## src/rtl/dfr_pkg.sv

```systemverilog
package dfr_pkg;
   typedef enum logic [1:0] {
      TRIG_SEL_A = 2'd0,
      TRIG_SEL_B = 2'd1,
      TRIG_SEL_C = 2'd2,
      TRIG_SEL_D = 2'd3
   } trig_sel_e;

   function automatic int pick_level(input trig_sel_e sel, input int l0, input int l1,
                                     input int l2, input int l3);
      case (sel)
         TRIG_SEL_A: return l0;
         TRIG_SEL_B: return l1;
         TRIG_SEL_C: return l2;
         default:    return l3;
      endcase
   endfunction
endpackage

```

## src/rtl/dfr_byte_fifo.sv

```systemverilog
module dfr_byte_fifo #(
   parameter int W     = 8,
   parameter int DEPTH = 32,
   localparam int AW   = $clog2(DEPTH),
   localparam int CW   = AW + 1
) (
   input  logic          clk,
   input  logic          rst_n,
   input  logic          push,
   input  logic [W-1:0]  din,
   input  logic          pop,
   output logic [W-1:0]  dout,
   output logic [CW-1:0] cnt_q,
   output logic [CW-1:0] cnt_nxt,
   output logic          err
);
   initial begin : p_param_chk
      assert (DEPTH >= 2 && (1 << AW) == DEPTH)
         else $error("dfr_byte_fifo: DEPTH must be a power of two >= 2");
      assert (W >= 1) else $error("dfr_byte_fifo: W must be positive");
   end

   logic [W-1:0]  mem [DEPTH];
   logic [AW-1:0] wr_ptr, rd_ptr;
   logic          full, empty, wr_ok, rd_ok;

   assign full    = (cnt_q == CW'(DEPTH));
   assign empty   = (cnt_q == '0);
   assign wr_ok   = push && !full;
   assign rd_ok   = pop && !empty;
   assign cnt_nxt = cnt_q + CW'(wr_ok) - CW'(rd_ok);
   assign dout    = mem[rd_ptr];

   always_ff @(posedge clk) begin
      if (wr_ok) mem[wr_ptr] <= din;
   end

   always_ff @(posedge clk or negedge rst_n) begin
      if (!rst_n) begin
         wr_ptr <= '0;
         rd_ptr <= '0;
         cnt_q  <= '0;
         err    <= 1'b0;
      end else begin
         if (wr_ok) wr_ptr <= wr_ptr + 1'b1;
         if (rd_ok) rd_ptr <= rd_ptr + 1'b1;
         cnt_q <= cnt_nxt;
         err   <= (push && full) || (pop && empty);
      end
   end

   AST_NO_OVERFLOW: assert property (@(posedge clk) disable iff (!rst_n)
      cnt_q <= CW'(DEPTH));
   AST_FULL_PUSH_FLAGS: assert property (@(posedge clk) disable iff (!rst_n)
      (push && full) |=> (err && $stable(wr_ptr)));
   AST_EMPTY_POP_FLAGS: assert property (@(posedge clk) disable iff (!rst_n)
      (pop && empty) |=> (err && $stable(rd_ptr)));
endmodule

```

## src/rtl/dfr_ready_ctrl.sv

```systemverilog
module dfr_ready_ctrl #(
   parameter int DEPTH = 32,
   parameter bit IS_RX = 1'b1,
   localparam int CW   = $clog2(DEPTH) + 1
) (
   input  logic          clk,
   input  logic          rst_n,
   input  logic          dma,
   input  logic [CW-1:0] trig,
   input  logic [CW-1:0] cnt_nxt,
   input  logic          timeout,
   output logic          pin_n
);
   generate
      if (IS_RX) begin : g_rx
         always_ff @(posedge clk or negedge rst_n) begin
            if (!rst_n)                          pin_n <= 1'b1;
            else if (!dma)                       pin_n <= (cnt_nxt == '0);
            else if (cnt_nxt == '0)              pin_n <= 1'b1;
            else if (cnt_nxt >= trig || timeout) pin_n <= 1'b0;
         end
      end else begin : g_tx
         wire unused_timeout = timeout;
         always_ff @(posedge clk or negedge rst_n) begin
            if (!rst_n)                        pin_n <= 1'b0;
            else if (!dma)                     pin_n <= (cnt_nxt != '0);
            else if (cnt_nxt == CW'(DEPTH))    pin_n <= 1'b1;
            else if (cnt_nxt < trig)           pin_n <= 1'b0;
         end
      end
   endgenerate
endmodule

```

## src/rtl/dual_fifo_ready.sv

```systemverilog
module dual_fifo_ready #(
   parameter int W       = 8,
   parameter int DEPTH   = 32,
   parameter int TRIG_L0 = 1,
   parameter int TRIG_L1 = 8,
   parameter int TRIG_L2 = 16,
   parameter int TRIG_L3 = 28
) (
   input  logic         clk,
   input  logic         rst_n,
   input  logic         dma_mode,
   input  logic [1:0]   trig_sel,
   input  logic         rx_timeout,
   input  logic         rx_push,
   input  logic [W-1:0] rx_din,
   input  logic         rx_pop,
   output logic [W-1:0] rx_dout,
   output logic         rx_err,
   input  logic         tx_push,
   input  logic [W-1:0] tx_din,
   input  logic         tx_pop,
   output logic [W-1:0] tx_dout,
   output logic         tx_err,
   output logic         rx_ready_n,
   output logic         tx_ready_n
);
   localparam int CW = $clog2(DEPTH) + 1;

   initial begin : p_trig_chk
      assert (TRIG_L0 >= 1 && TRIG_L0 <= DEPTH) else $error("TRIG_L0 out of range");
      assert (TRIG_L1 >= 1 && TRIG_L1 <= DEPTH) else $error("TRIG_L1 out of range");
      assert (TRIG_L2 >= 1 && TRIG_L2 <= DEPTH) else $error("TRIG_L2 out of range");
      assert (TRIG_L3 >= 1 && TRIG_L3 <= DEPTH) else $error("TRIG_L3 out of range");
   end

   logic [CW-1:0] trig;
   logic [CW-1:0] rx_cnt, rx_cnt_nxt, tx_cnt, tx_cnt_nxt;

   assign trig = CW'(dfr_pkg::pick_level(dfr_pkg::trig_sel_e'(trig_sel),
                                         TRIG_L0, TRIG_L1, TRIG_L2, TRIG_L3));

   dfr_byte_fifo #(.W(W), .DEPTH(DEPTH)) u_rx_fifo (
      .clk(clk), .rst_n(rst_n), .push(rx_push), .din(rx_din), .pop(rx_pop),
      .dout(rx_dout), .cnt_q(rx_cnt), .cnt_nxt(rx_cnt_nxt), .err(rx_err));

   dfr_byte_fifo #(.W(W), .DEPTH(DEPTH)) u_tx_fifo (
      .clk(clk), .rst_n(rst_n), .push(tx_push), .din(tx_din), .pop(tx_pop),
      .dout(tx_dout), .cnt_q(tx_cnt), .cnt_nxt(tx_cnt_nxt), .err(tx_err));

   dfr_ready_ctrl #(.DEPTH(DEPTH), .IS_RX(1'b1)) u_rx_rdy (
      .clk(clk), .rst_n(rst_n), .dma(dma_mode), .trig(trig),
      .cnt_nxt(rx_cnt_nxt), .timeout(rx_timeout), .pin_n(rx_ready_n));

   dfr_ready_ctrl #(.DEPTH(DEPTH), .IS_RX(1'b0)) u_tx_rdy (
      .clk(clk), .rst_n(rst_n), .dma(dma_mode), .trig(trig),
      .cnt_nxt(tx_cnt_nxt), .timeout(1'b0), .pin_n(tx_ready_n));

   AST_RX_EMPTY_HIGH: assert property (@(posedge clk) disable iff (!rst_n)
      (rx_cnt == '0) |-> rx_ready_n);
   AST_TX_EMPTY_LOW: assert property (@(posedge clk) disable iff (!rst_n)
      (tx_cnt == '0) |-> !tx_ready_n);
   AST_TX_FULL_HIGH: assert property (@(posedge clk) disable iff (!rst_n)
      (tx_cnt == CW'(DEPTH)) |-> tx_ready_n);
   AST_RX_TIMEOUT_LOW: assert property (@(posedge clk) disable iff (!rst_n)
      (dma_mode && rx_timeout && !rx_pop && rx_cnt != '0) |=> !rx_ready_n);
   AST_RX_LEVEL_FOLLOW: assert property (@(posedge clk) disable iff (!rst_n)
      !dma_mode |=> (rx_ready_n == (rx_cnt == '0)));
endmodule

```

## config.mk

```make
export PLATFORM = sky130hd
export DESIGN_NAME = dual_fifo_ready
export DESIGN_NICKNAME = d
export VERILOG_FILES = /design/src/rtl/dfr_pkg.sv /design/src/rtl/dfr_byte_fifo.sv /design/src/rtl/dfr_ready_ctrl.sv /design/src/rtl/dual_fifo_ready.sv
export SDC_FILE = /design/constraint.sdc
export NUM_CORES = 1
export LEC_CHECK = 0
export BUFFER_PORTS_ARGS = -buffer_cell sky130_fd_sc_hd__buf_2
export CELL_PAD_IN_SITES_DETAIL_PLACEMENT = 1
export CELL_PAD_IN_SITES_GLOBAL_PLACEMENT = 1
export CORE_AREA = 2 2 183 275
export DETAILED_ROUTE_END_ITERATION = 7
export DIE_AREA = 0 0 185 277
export PLACE_DENSITY_LB_ADDON = 0.05
export SLEW_MARGIN = 20
export SYNTH_ARGS = -nofsm -noshare
export SYNTH_HDL_FRONTEND = slang
export SYNTH_SLANG_ARGS = --single-unit
```

## constraint.sdc

```tcl
create_clock -name clk -period 7.8 [get_ports clk]
set_input_delay 0.39 -clock clk [delete_from_list [all_inputs] [get_ports clk]]
set_output_delay 0.39 -clock clk [all_outputs]
set_load 0.005 [all_outputs]
```

==> flow_metrics.py, run 1 <==
metrics = {
    "worst_setup_path": {
        "critPathTopFamily": "flip-flops",
        "critPathSlowestCell": "dfrtp_4",
        "crit_type": "reg -> out",
        "path_max_fanout": 53,
        "crit_path_max_incr_delay_ns": 1.05,
        "path_cells": "buf_4 -> mux2i_1 -> a22o_1 -> nor3_1 -> a31oi_1 -> o221ai_1 -> buf_2",
        "cp.arrival_ns": 4.10,
        "r2r-start": "u_tx_fifo.cnt_q[3]",
        "ff2ff_setup_slack_ns": 4.21,
        "cp-end-kind": "output port",
        "worst_setup_path_start_kind": "flop",
        "cp_num_buf_inv": 2,
        "required_ns": 7.41,
        "cp-startpoint": "u_tx_fifo.rd_ptr[0]",
    },
    "flow_run": {
        "cap_violations": 0,
    },
    "clocking": {
        "numClockSinks": 548,
        "cts-root-buf": "clkbuf_16",
        "cts_resized": 0,
        "htreeDepth": 2,
        "cts.clk_slew.worst_paths_ns": 0.06,
        "insertion_delay_ns": 0.58,
        "cts_tree": "done",
        "clockBufferDepth": 3,
        "cts_buffers": 52,
    },
    "grt": {
        "track_usage": 0.212,
        "first_global_vias": 12100,
        "grt_max_degree": 55,
        "grt_antenna_before_repair": 0,
        "overflow": 0,
        "grt_pass1_wl_um": 78400,
    },
    "power": {
        "seqPwrFrac": 0.413,
        "power_leakage_nw": 8.50,
        "p_comb_frac": 0.318,
        "intPower_mw": 6.08,
        "ir_drop_mv": 0.232,
        "p_sw_frac": 0.334,
        "p_switching_mw": 3.05,
        "pwr-share-clk": 0.269,
        "power.density_mw_per_mm2": 369,
    },
    "yosys": {
        "synth_edf_count": 512,
        "avgSynthCellArea_um2": 18.3,
        "netlist_area_mm2": 0.0223,
        "yosysTopAreaCellShare": 0.688,
        "syn-instance-count": 1219,
        "yosysTopAreaCell": "edfxtp_1",
        "synth_cell_types": 49,
        "synth-main-ff-cell": "edfxtp_1",
        "yosys_warnings": 0,
        "yosysSeqAreaShare": 0.729,
        "synth-seq-cells": 548,
        "synth_common_cells": "edfxtp_1 (512), mux2i_1 (160), nor2_1 (69), mux4_2 (49)",
        "syn_nets": 1282,
        "async_flop_share": 0.0657,
        "synth.most_common_cell": "edfxtp_1",
        "synth_area_leaders": "edfxtp_1 (69%), mux2i_1 (7.2%), mux4_2 (4.9%)",
    },
    "placed_design": {
        "gp_congestion": 0.740,
        "hpwl_um": 33300,
        "port_buffers": 45,
    },
    "floorplan": {
        "start_util": 0.455,
        "die_h_um": 277,
        "rows": 100,
        "fp.dieArea_mm2": 0.0512,
        "ios": 46,
        "core_area_mm2": 0.0490,
        "die_width_um": 185,
    },
    "drt": {
        "num_vias": 11000,
        "drt-vias-per-instance": 5.56,
        "ant_nets": 0,
        "wl_um": 53000,
        "drc": 0,
        "drtIter0Drc": 593,
        "first_pass_iters": 5,
        "wl_per_cell_um": 26.9,
    },
    "timing": {
        "finClkSkew_ns": 0.0166,
        "rsz0062_at_grt": "false",
        "slew_headroom": 0.222,
        "drv_slew": 0,
        "totalNegativeSetupSlack_ns": 0,
        "setup_viol": 0,
        "finalCriticalPeriod_ns": 4.49,
        "hold_violations": 0,
        "fin_crit_sh": 0.576,
        "fmax_mhz": 223,
        "tightest_slew_ns": 1.16,
    },
    "cells_and_area": {
        "layout.nets": 1330,
        "drive_gt1_frac": 0.155,
        "multi_input_area_mm2": 0.00558,
        "areaGrowthSynthToFinish_pct": 10.6,
        "n_antenna_cell": 0,
        "n_fill_cell": 4538,
        "seq_area_mm2": 0.0163,
        "final_util": 0.504,
    },
    "hold_path": {
        "min_from": "rx_timeout",
        "hold_class": "in -> reg",
    },
    "run_status": {
        "outcome": "completed",
    },
}
[flip-flops by register name (all words and copies together), names as in the netlist]
register,cells
u_tx_fifo.rd_ptr,5
u_tx_fifo.err,1
u_tx_fifo.wr_ptr,5
u_rx_fifo.wr_ptr,5
u_rx_fifo.cnt_q,6
u_rx_fifo.err,1
u_tx_fifo.cnt_q,6
u_rx_rdy.pin_n,1
u_rx_fifo.rd_ptr,5
u_tx_rdy.pin_n,1
u_tx_fifo.mem,256
u_rx_fifo.mem,256
[cell type report]
type                       instances  share of cell area
clock buffer                      63              0.0552
multi-input combinational        585               0.226
tap                              663              0.0336
timing repair buffer              54              0.0120
inverter                          26             0.00395
sequential                       548               0.659
clock inverter                    33              0.0105
[layer usage]
| metal | global-route usage | up-vias | wire length, um |
|---|---|---|---|
| met2 | 0.404 | 182 | 29900 |
| met1 | 0.237 | 5753 | 19600 |
| li1 | - | 4945 | - |
| met5 | 0 | - | 0 |
| met4 | 0.0857 | 0 | 2080 |
| met3 | 0.0246 | 85 | 1330 |
[path summary, 6_finish.rpt]
kind | endpoint | cells after the start
worst min-delay path | u_rx_rdy.pin_n | 4
worst max-delay path | tx_dout[4] | 7
worst min register to register | u_tx_rdy.pin_n | 2
max in group asynchronous | u_tx_fifo.rd_ptr[0] | 2
min in group asynchronous | u_rx_fifo.rd_ptr[0] | 2
worst max register to register | u_tx_rdy.pin_n | 17
[worst min-delay path: stages]
cell and delay [ns]:
buf_2 0.08, nor3_1 0.04, o21ai_0 0.06, a21oi_1 0.07
[power groups by stage]
stage               logic [mW]  clock network, mW  registers, mW
floorplan                 2.21                  0           3.62
global placement          2.91                  0           3.83
detailed placement        2.95                  0           3.84
CTS                       2.97               2.52           3.78
global route              3.15               2.61           3.81
finish                    2.90               2.46           3.77
[repair_timing]
item	4_1_cts	5_1_grt
endpoints found under the hold margin	35	0
setup buffers	0	0
endpoints found under the setup margin	0	0
hold buffers	1	0
[layout by cell type (no fill, tap or decap), types with 26 or more instances in the layout]
cell type / n
a22o_1: 32
buf_2: 45
clkbuf_16: 53
dfrtp_1: 32
edfxtp_1: 512
ha_1: 35
inv_1: 26
mux2i_1: 160
mux4_2: 49
nand2_1: 32
nor2_1: 66
[per-stage QoR]
| step | hold WS (ns) | instance area [um2] | power, mW | setup WS (ns) | instances |
|---|---|---|---|---|---|
| 2_1_floorplan | 0.0944 | 22300 | 5.83 | 4.73 | 1219 |
| 3_5_place_dp | 0.503 | 23100 | 6.79 | 3.88 | 1875 |
| 5_1_grt | 0.0881 | 24700 | 9.57 | 3.19 | 1972 |
| 6_report | 0.0702 | 24700 | 9.12 | 3.31 | 1972 |
| 4_1_cts | 0.0440 | 24700 | 9.26 | 3.25 | 1972 |
| 3_3_place_gp | 0.507 | 23100 | 6.73 | 3.87 | 1875 |
[cell families (layout without fill, tap and decap cells)]
logic type / after synthesis / after routing / share of synthesized area
buffers and inverters: 86 / 176 / 0.0222
adder cells (fa/ha/maj): 37 / 37 / 0.0214
flip-flops: 548 / 548 / 0.729
XOR/XNOR: 23 / 23 / 0.00902
AO/OA/AOI/OAI: 128 / 128 / 0.0424
AND/OR/NAND/NOR: 171 / 171 / 0.0365
multiplexers: 226 / 226 / 0.140
Note: power is estimated with default switching activity, not from simulation.
==> run 2, diff against run 1 <==
==> constraint.sdc (replaced) <==
create_clock -name clk -period 4.2 [get_ports clk]
set_input_delay 0.21 -clock clk [delete_from_list [all_inputs] [get_ports clk]]
set_output_delay 0.21 -clock clk [all_outputs]
set_load 0.005 [all_outputs]
==> flow_metrics.py, run 2 (same netlist as run 1, synthesis figures left out) <==
metrics = {
    "run_status": {
        "outcome": "complete, but fails checks",
        "failed_checks": "negative hold slack",
    },
    "worst_setup_path": {
        "path_max_fanout": 6,
        "required_ns": 4.70,
        "crit_path_frequent_cell": "ha_1",
        "path_cells": "inv_1 -> ha_1 -> and3_1 -> a21boi_2 -> ha_1 -> inv_1 -> ha_1 -> fa_1 -> a21oi_1 -> o21bai_1 -> xor2_1 -> ha_1 -> nor3_1 -> dlygate4sd3_1 -> o21ai_0 -> a21oi_1",
        "crit_type": "reg -> reg",
        "critPathSlowestCell": "dlygate4sd3_1",
        "ff2ff_setup_slack_ns": 0.57,
        "ff2ff_path_depth": 16,
        "worstReg2RegEnd": "u_rx_rdy.pin_n",
        "cp-end-kind": "flop",
        "crit_path_max_incr_delay_ns": 0.56,
        "r2r-start": "u_rx_fifo.cnt_q[2]",
        "worst_setup_path_start_kind": "flop",
        "cp.arrival_ns": 4.13,
    },
    "hold_path": {
        "hold-path-endpoint": "u_tx_fifo.err",
        "min_from": "tx_push",
        "hold_depth": 3,
        "hold_class": "in -> reg",
    },
    "grt": {
        "track_usage": 0.207,
        "overflow": 0,
        "first_global_vias": 12100,
        "grt.busiest_layer": "met2",
        "grt_antenna_before_repair": 0,
        "grt_util_met3": 0.0231,
        "grt_max_degree": 42,
        "grt_use_met1": 0.231,
        "grt_pass1_wl_um": 77300,
        "grt_util_met2": 0.392,
    },
    "cells_and_area": {
        "reg_top3": "u_rx_fifo.mem (256), u_tx_fifo.mem (256)",
        "drive_gt1_frac": 0.152,
        "n_antenna_cell": 0,
        "layout_common_cells": "edfxtp_1 (512), mux2i_1 (160), nor2_1 (69)",
        "layout.nets": 1338,
        "final_common_cell": "edfxtp_1",
        "areaGrowthSynthToFinish_pct": 11.1,
        "final_util": 0.506,
    },
    "timing": {
        "fmax_mhz": 276,
        "fin_crit_sh": 0.863,
        "finalCriticalPeriod_ns": 3.63,
        "holdWs_ns": -0.00394,
        "totalNegativeSetupSlack_ns": 0,
        "setup_viol": 0,
        "rsz0062_at_grt": "false",
        "finClkSkew_ns": 0.0140,
        "drv_slew": 0,
        "hold_violations": 1,
        "tightest_slew_ns": 0.947,
        "slew_headroom": 0.366,
    },
    "clocking": {
        "cts_tree": "done",
        "cts.clk_slew.worst_paths_ns": 0.06,
        "cts_buffers": 51,
        "insertion_delay_ns": 0.58,
        "cts-root-buf": "clkbuf_16",
        "numClockSinks": 548,
        "htreeDepth": 2,
        "cts_resized": 0,
        "clockBufferDepth": 3,
    },
    "floorplan": {
        "die_h_um": 277,
        "start_util": 0.455,
        "rows": 100,
        "core_area_mm2": 0.0490,
        "die_width_um": 185,
        "fp.dieArea_mm2": 0.0512,
        "ios": 46,
    },
    "power": {
        "power.density_mw_per_mm2": 686,
        "p_total_mw": 17.0,
        "ir_drop_mv": 0.386,
        "power_leakage_nw": 8.55,
    },
    "placed_design": {
        "hpwl_um": 33500,
        "port_buffers": 45,
        "gp_congestion": 0.768,
    },
    "drt": {
        "ant_nets": 0,
        "drc": 0,
        "wl_um": 51600,
        "drtIter0Drc": 669,
        "num_vias": 10900,
        "first_pass_iters": 6,
        "drt-vias-per-instance": 5.53,
        "wl_per_cell_um": 26.1,
    },
    "flow_run": {
        "cap_violations": 0,
    },
}
[run 2: changes by cell type in the layout (fill, tap and decap cells not counted), sizes merged]
| cell | delta |
|---|---|
| buf | +6 |
| dlygate4sd3 | +3 |
| inv | -1 |
| clkbuf | +5 |
| clkinvlp | -1 |
| clkinv | -8 |
[run 2: worst max-delay path: cells and delay by family, from the launching register on]
kind,cells,cell delay [ns]
adders and majority gates,5,1.22
AOI/OAI and AO/OA,5,0.78
buffers and inverters,3,0.66
and+or+nand+nor,2,0.38
DFF,1,0.35
xor gates and xnor gates,1,0.17
[run 2: power by group]
part / total, mW / internal [mW] / switching [mW]
Combinational: 5.45 / 2.31 / 3.14
Clock: 4.57 / 2.60 / 1.97
Sequential: 7.02 / 6.49 / 0.527
Total: 17.0 / 11.4 / 5.64
[run 2: per-stage QoR]
stage | cells | hold slack, ns | instance area (um2) | worst slack [ns]
final | 1976 | -0.00394 | 24800 | 0.574
after global routing | 1976 | 0.0400 | 24800 | 0.300
after CTS | 1976 | 0.00953 | 24800 | 0.524
after detailed placement | 1881 | 0.401 | 23200 | 0.811
after global placement | 1881 | 0.406 | 23200 | 0.864
after floorplan | 1219 | -0.0856 | 22300 | 1.13
[run 2: worst max-delay path by stage]
stage                             startpoint              to  slack [ns]
after detailed placement  u_tx_fifo.cnt_q[2]  u_tx_rdy.pin_n        0.81
after global routing      u_rx_fifo.cnt_q[3]  u_rx_rdy.pin_n        0.30
after CTS                 u_rx_fifo.cnt_q[3]  u_rx_rdy.pin_n        0.52
after floorplan           u_tx_fifo.cnt_q[2]  u_tx_rdy.pin_n        1.13
final                     u_rx_fifo.cnt_q[2]  u_rx_rdy.pin_n        0.57
after global placement    u_tx_fifo.cnt_q[2]  u_tx_rdy.pin_n        0.86
[run 2: what timing repair did]
action                                 4_1_cts  5_1_grt
endpoints found under the hold margin       37        0
hold buffers                                 4        0
setup buffers                                0        0
[run 2: cell type report]
class | instances | area (um2)
Clock inverter | 23 | 208
Tap cell | 663 | 830
Timing Repair Buffer | 63 | 420
Multi-Input combinational cell | 585 | 5560
Sequential cell | 548 | 16300
Clock buffer | 68 | 1410
Inverter | 26 | 97.6
Fill cell | 4522 | 24200
[run 2: per-layer routing]
layer	routed length, um	part of all wire
met2	28600	0.55
met1	19300	0.37
met4	2390	0.046
met3	1350	0.026
met5	0	0
==> run 3, diff against run 2 <==
--- a/config.mk
+++ b/config.mk
@@ -6,11 +6,11 @@
 export NUM_CORES = 1
 export LEC_CHECK = 0
 export BUFFER_PORTS_ARGS = -buffer_cell sky130_fd_sc_hd__buf_2
-export CELL_PAD_IN_SITES_DETAIL_PLACEMENT = 1
+export CELL_PAD_IN_SITES_DETAIL_PLACEMENT = 0
 export CELL_PAD_IN_SITES_GLOBAL_PLACEMENT = 1
-export CORE_AREA = 2 2 183 275
+export CORE_AREA = 2 2 236 215
 export DETAILED_ROUTE_END_ITERATION = 7
-export DIE_AREA = 0 0 185 277
+export DIE_AREA = 0 0 238 217
 export PLACE_DENSITY_LB_ADDON = 0.05
 export SLEW_MARGIN = 20
 export SYNTH_ARGS = -nofsm -noshare
==> flow_metrics.py, run 3 (same netlist as run 1, synthesis figures left out) <==
metrics = {
    "worst_setup_path": {
        "crit_type": "reg -> reg",
        "required_ns": 4.73,
        "critPathSlowestCell": "dlygate4sd3_1",
        "critPathTopFamily": "adder cells",
        "cp-end-kind": "flop",
        "worst_setup_path_start_kind": "flop",
        "crit_path_frequent_cell": "ha_1",
        "cp.arrival_ns": 4.17,
        "path_max_fanout": 6,
        "crit_path_max_incr_delay_ns": 0.56,
        "path_cells": "inv_1 -> ha_1 -> and3_1 -> a21boi_2 -> ha_1 -> inv_1 -> ha_1 -> fa_1 -> a21oi_1 -> o21bai_1 -> xor2_1 -> ha_1 -> nor3_1 -> dlygate4sd3_1 -> o21ai_0 -> a21oi_1",
        "cp_num_buf_inv": 3,
    },
    "floorplan": {
        "ios": 46,
        "die_width_um": 238,
        "die_h_um": 217,
        "fp.dieArea_mm2": 0.0516,
        "core_area_mm2": 0.0496,
        "start_util": 0.451,
        "rows": 78,
    },
    "clocking": {
        "htreeDepth": 2,
        "cts_resized": 0,
        "insertion_delay_ns": 0.61,
        "cts_setup_buffers": 0,
        "cts_tree": "done",
        "cts_buffers": 57,
        "numClockSinks": 548,
        "hold_buffers": 8,
        "cts.clk_slew.worst_paths_ns": 0.06,
        "cts-root-buf": "clkbuf_16",
        "clockBufferDepth": 3,
    },
    "cells_and_area": {
        "reg_top3": "u_rx_fifo.mem (256), u_tx_fifo.mem (256)",
        "layout.nets": 1356,
        "areaGrowthSynthToFinish_pct": 12.4,
        "layout_common_cells": "edfxtp_1 (512), mux2i_1 (160), nor2_1 (69)",
        "final_common_cell": "edfxtp_1",
        "drive_gt1_frac": 0.162,
        "n_antenna_cell": 0,
        "n_fill_cell": 4118,
        "final_util": 0.506,
    },
    "timing": {
        "finClkSkew_ns": 0.0196,
        "fmax_mhz": 274,
        "fin_crit_sh": 0.868,
        "hold_violations": 0,
        "slew_headroom": 0.350,
        "rsz0062_at_grt": "false",
        "tightest_slew_ns": 0.971,
        "fin_ws_ns": 0.554,
        "totalNegativeSetupSlack_ns": 0,
        "drv_slew": 0,
        "finalCriticalPeriod_ns": 3.65,
        "setup_viol": 0,
    },
    "drt": {
        "wl_per_cell_um": 25.3,
        "drtIter0Drc": 802,
        "drt-vias-per-instance": 5.59,
        "drc": 0,
        "ant_nets": 0,
        "wl_um": 50000,
        "num_vias": 11000,
        "first_pass_iters": 4,
    },
    "placed_design": {
        "gp_congestion": 0.740,
        "hpwl_um": 31300,
        "port_buffers": 45,
        "pre_cts_slack_ns": 0.821,
    },
    "grt": {
        "grt_max_degree": 37,
        "grt_util_met2": 0.276,
        "grt_antenna_before_repair": 0,
        "grt_use_met1": 0.319,
        "first_global_vias": 11100,
        "grt.busiest_layer": "met1",
        "grt_util_met3": 0.0411,
        "track_usage": 0.198,
        "grt_pass1_wl_um": 74500,
        "overflow": 0,
    },
    "run_status": {
        "outcome": "completed",
    },
    "power": {
        "ir_drop_mv": 0.363,
        "power_leakage_nw": 8.70,
        "power.density_mw_per_mm2": 701,
    },
    "hold_path": {
        "hold_class": "in -> reg",
    },
    "flow_run": {
        "cap_violations": 0,
    },
}
run 3: cell count changes in the layout (fill, tap and decap cells not counted), sizes merged:
cell	change
buf	+8
dlygate4sd3	+4
bufinv	+2
clkbuf	+7
clkinv	+1
clkinvlp	+3
run 3: area by class of cell:
type,instances,area (um2),area share
Clock buffer,75,1560,0.0620
Clock inverter,29,297,0.0118
Inverter,26,97.6,0.00389
Multi-Input combinational cell,585,5560,0.222
Sequential cell,548,16300,0.649
Tap cell,640,801,0.0319
Timing Repair Buffer,75,508,0.0202
run 3: per-layer routing:
metal	routed length, um	vias to the layer above
met3	2890	60
li1	-	5012
met1	25500	5720
met4	768	0
met5	0	-
met2	20900	256
run 3: final timing paths:
check,cells past startpoint,end,slack [ns],start
worst max-delay path,16,u_rx_rdy.pin_n,0.55,u_rx_fifo.cnt_q[2]
min in group asynchronous,2,u_rx_fifo.cnt_q[5],0.27,rst_n
worst max register to register,16,u_rx_rdy.pin_n,0.55,u_rx_fifo.cnt_q[2]
max in group asynchronous,2,u_tx_fifo.rd_ptr[0],3.26,rst_n
worst min-delay path,3,u_rx_fifo.rd_ptr[0],0.09,rx_pop
worst min register to register,2,u_tx_rdy.pin_n,0.50,u_tx_rdy.pin_n
run 3: power breakdown:
group          internal, mW  switching (mW)
registers              6.49           0.575
logic                  2.34            3.17
clock network          2.96            2.05
total                  11.8            5.80
run 3: worst min-delay path, cell delays in order:
cell      delay [ns]
buf_2           0.11
a21boi_2        0.20
xor2_1          0.13
run 3: per-stage QoR:
step           hold WS [ns]  total power [mW]  std cells  cell area (um2)
5_1_grt              0.0875              18.5       1978            25100
3_5_place_dp          0.392              12.7       1866            23200
4_1_cts              0.0447              17.8       1978            25100
2_1_floorplan       -0.0856              10.8       1219            22300
3_3_place_gp          0.385              12.7       1866            23200
6_report             0.0890              17.6       1978            25100
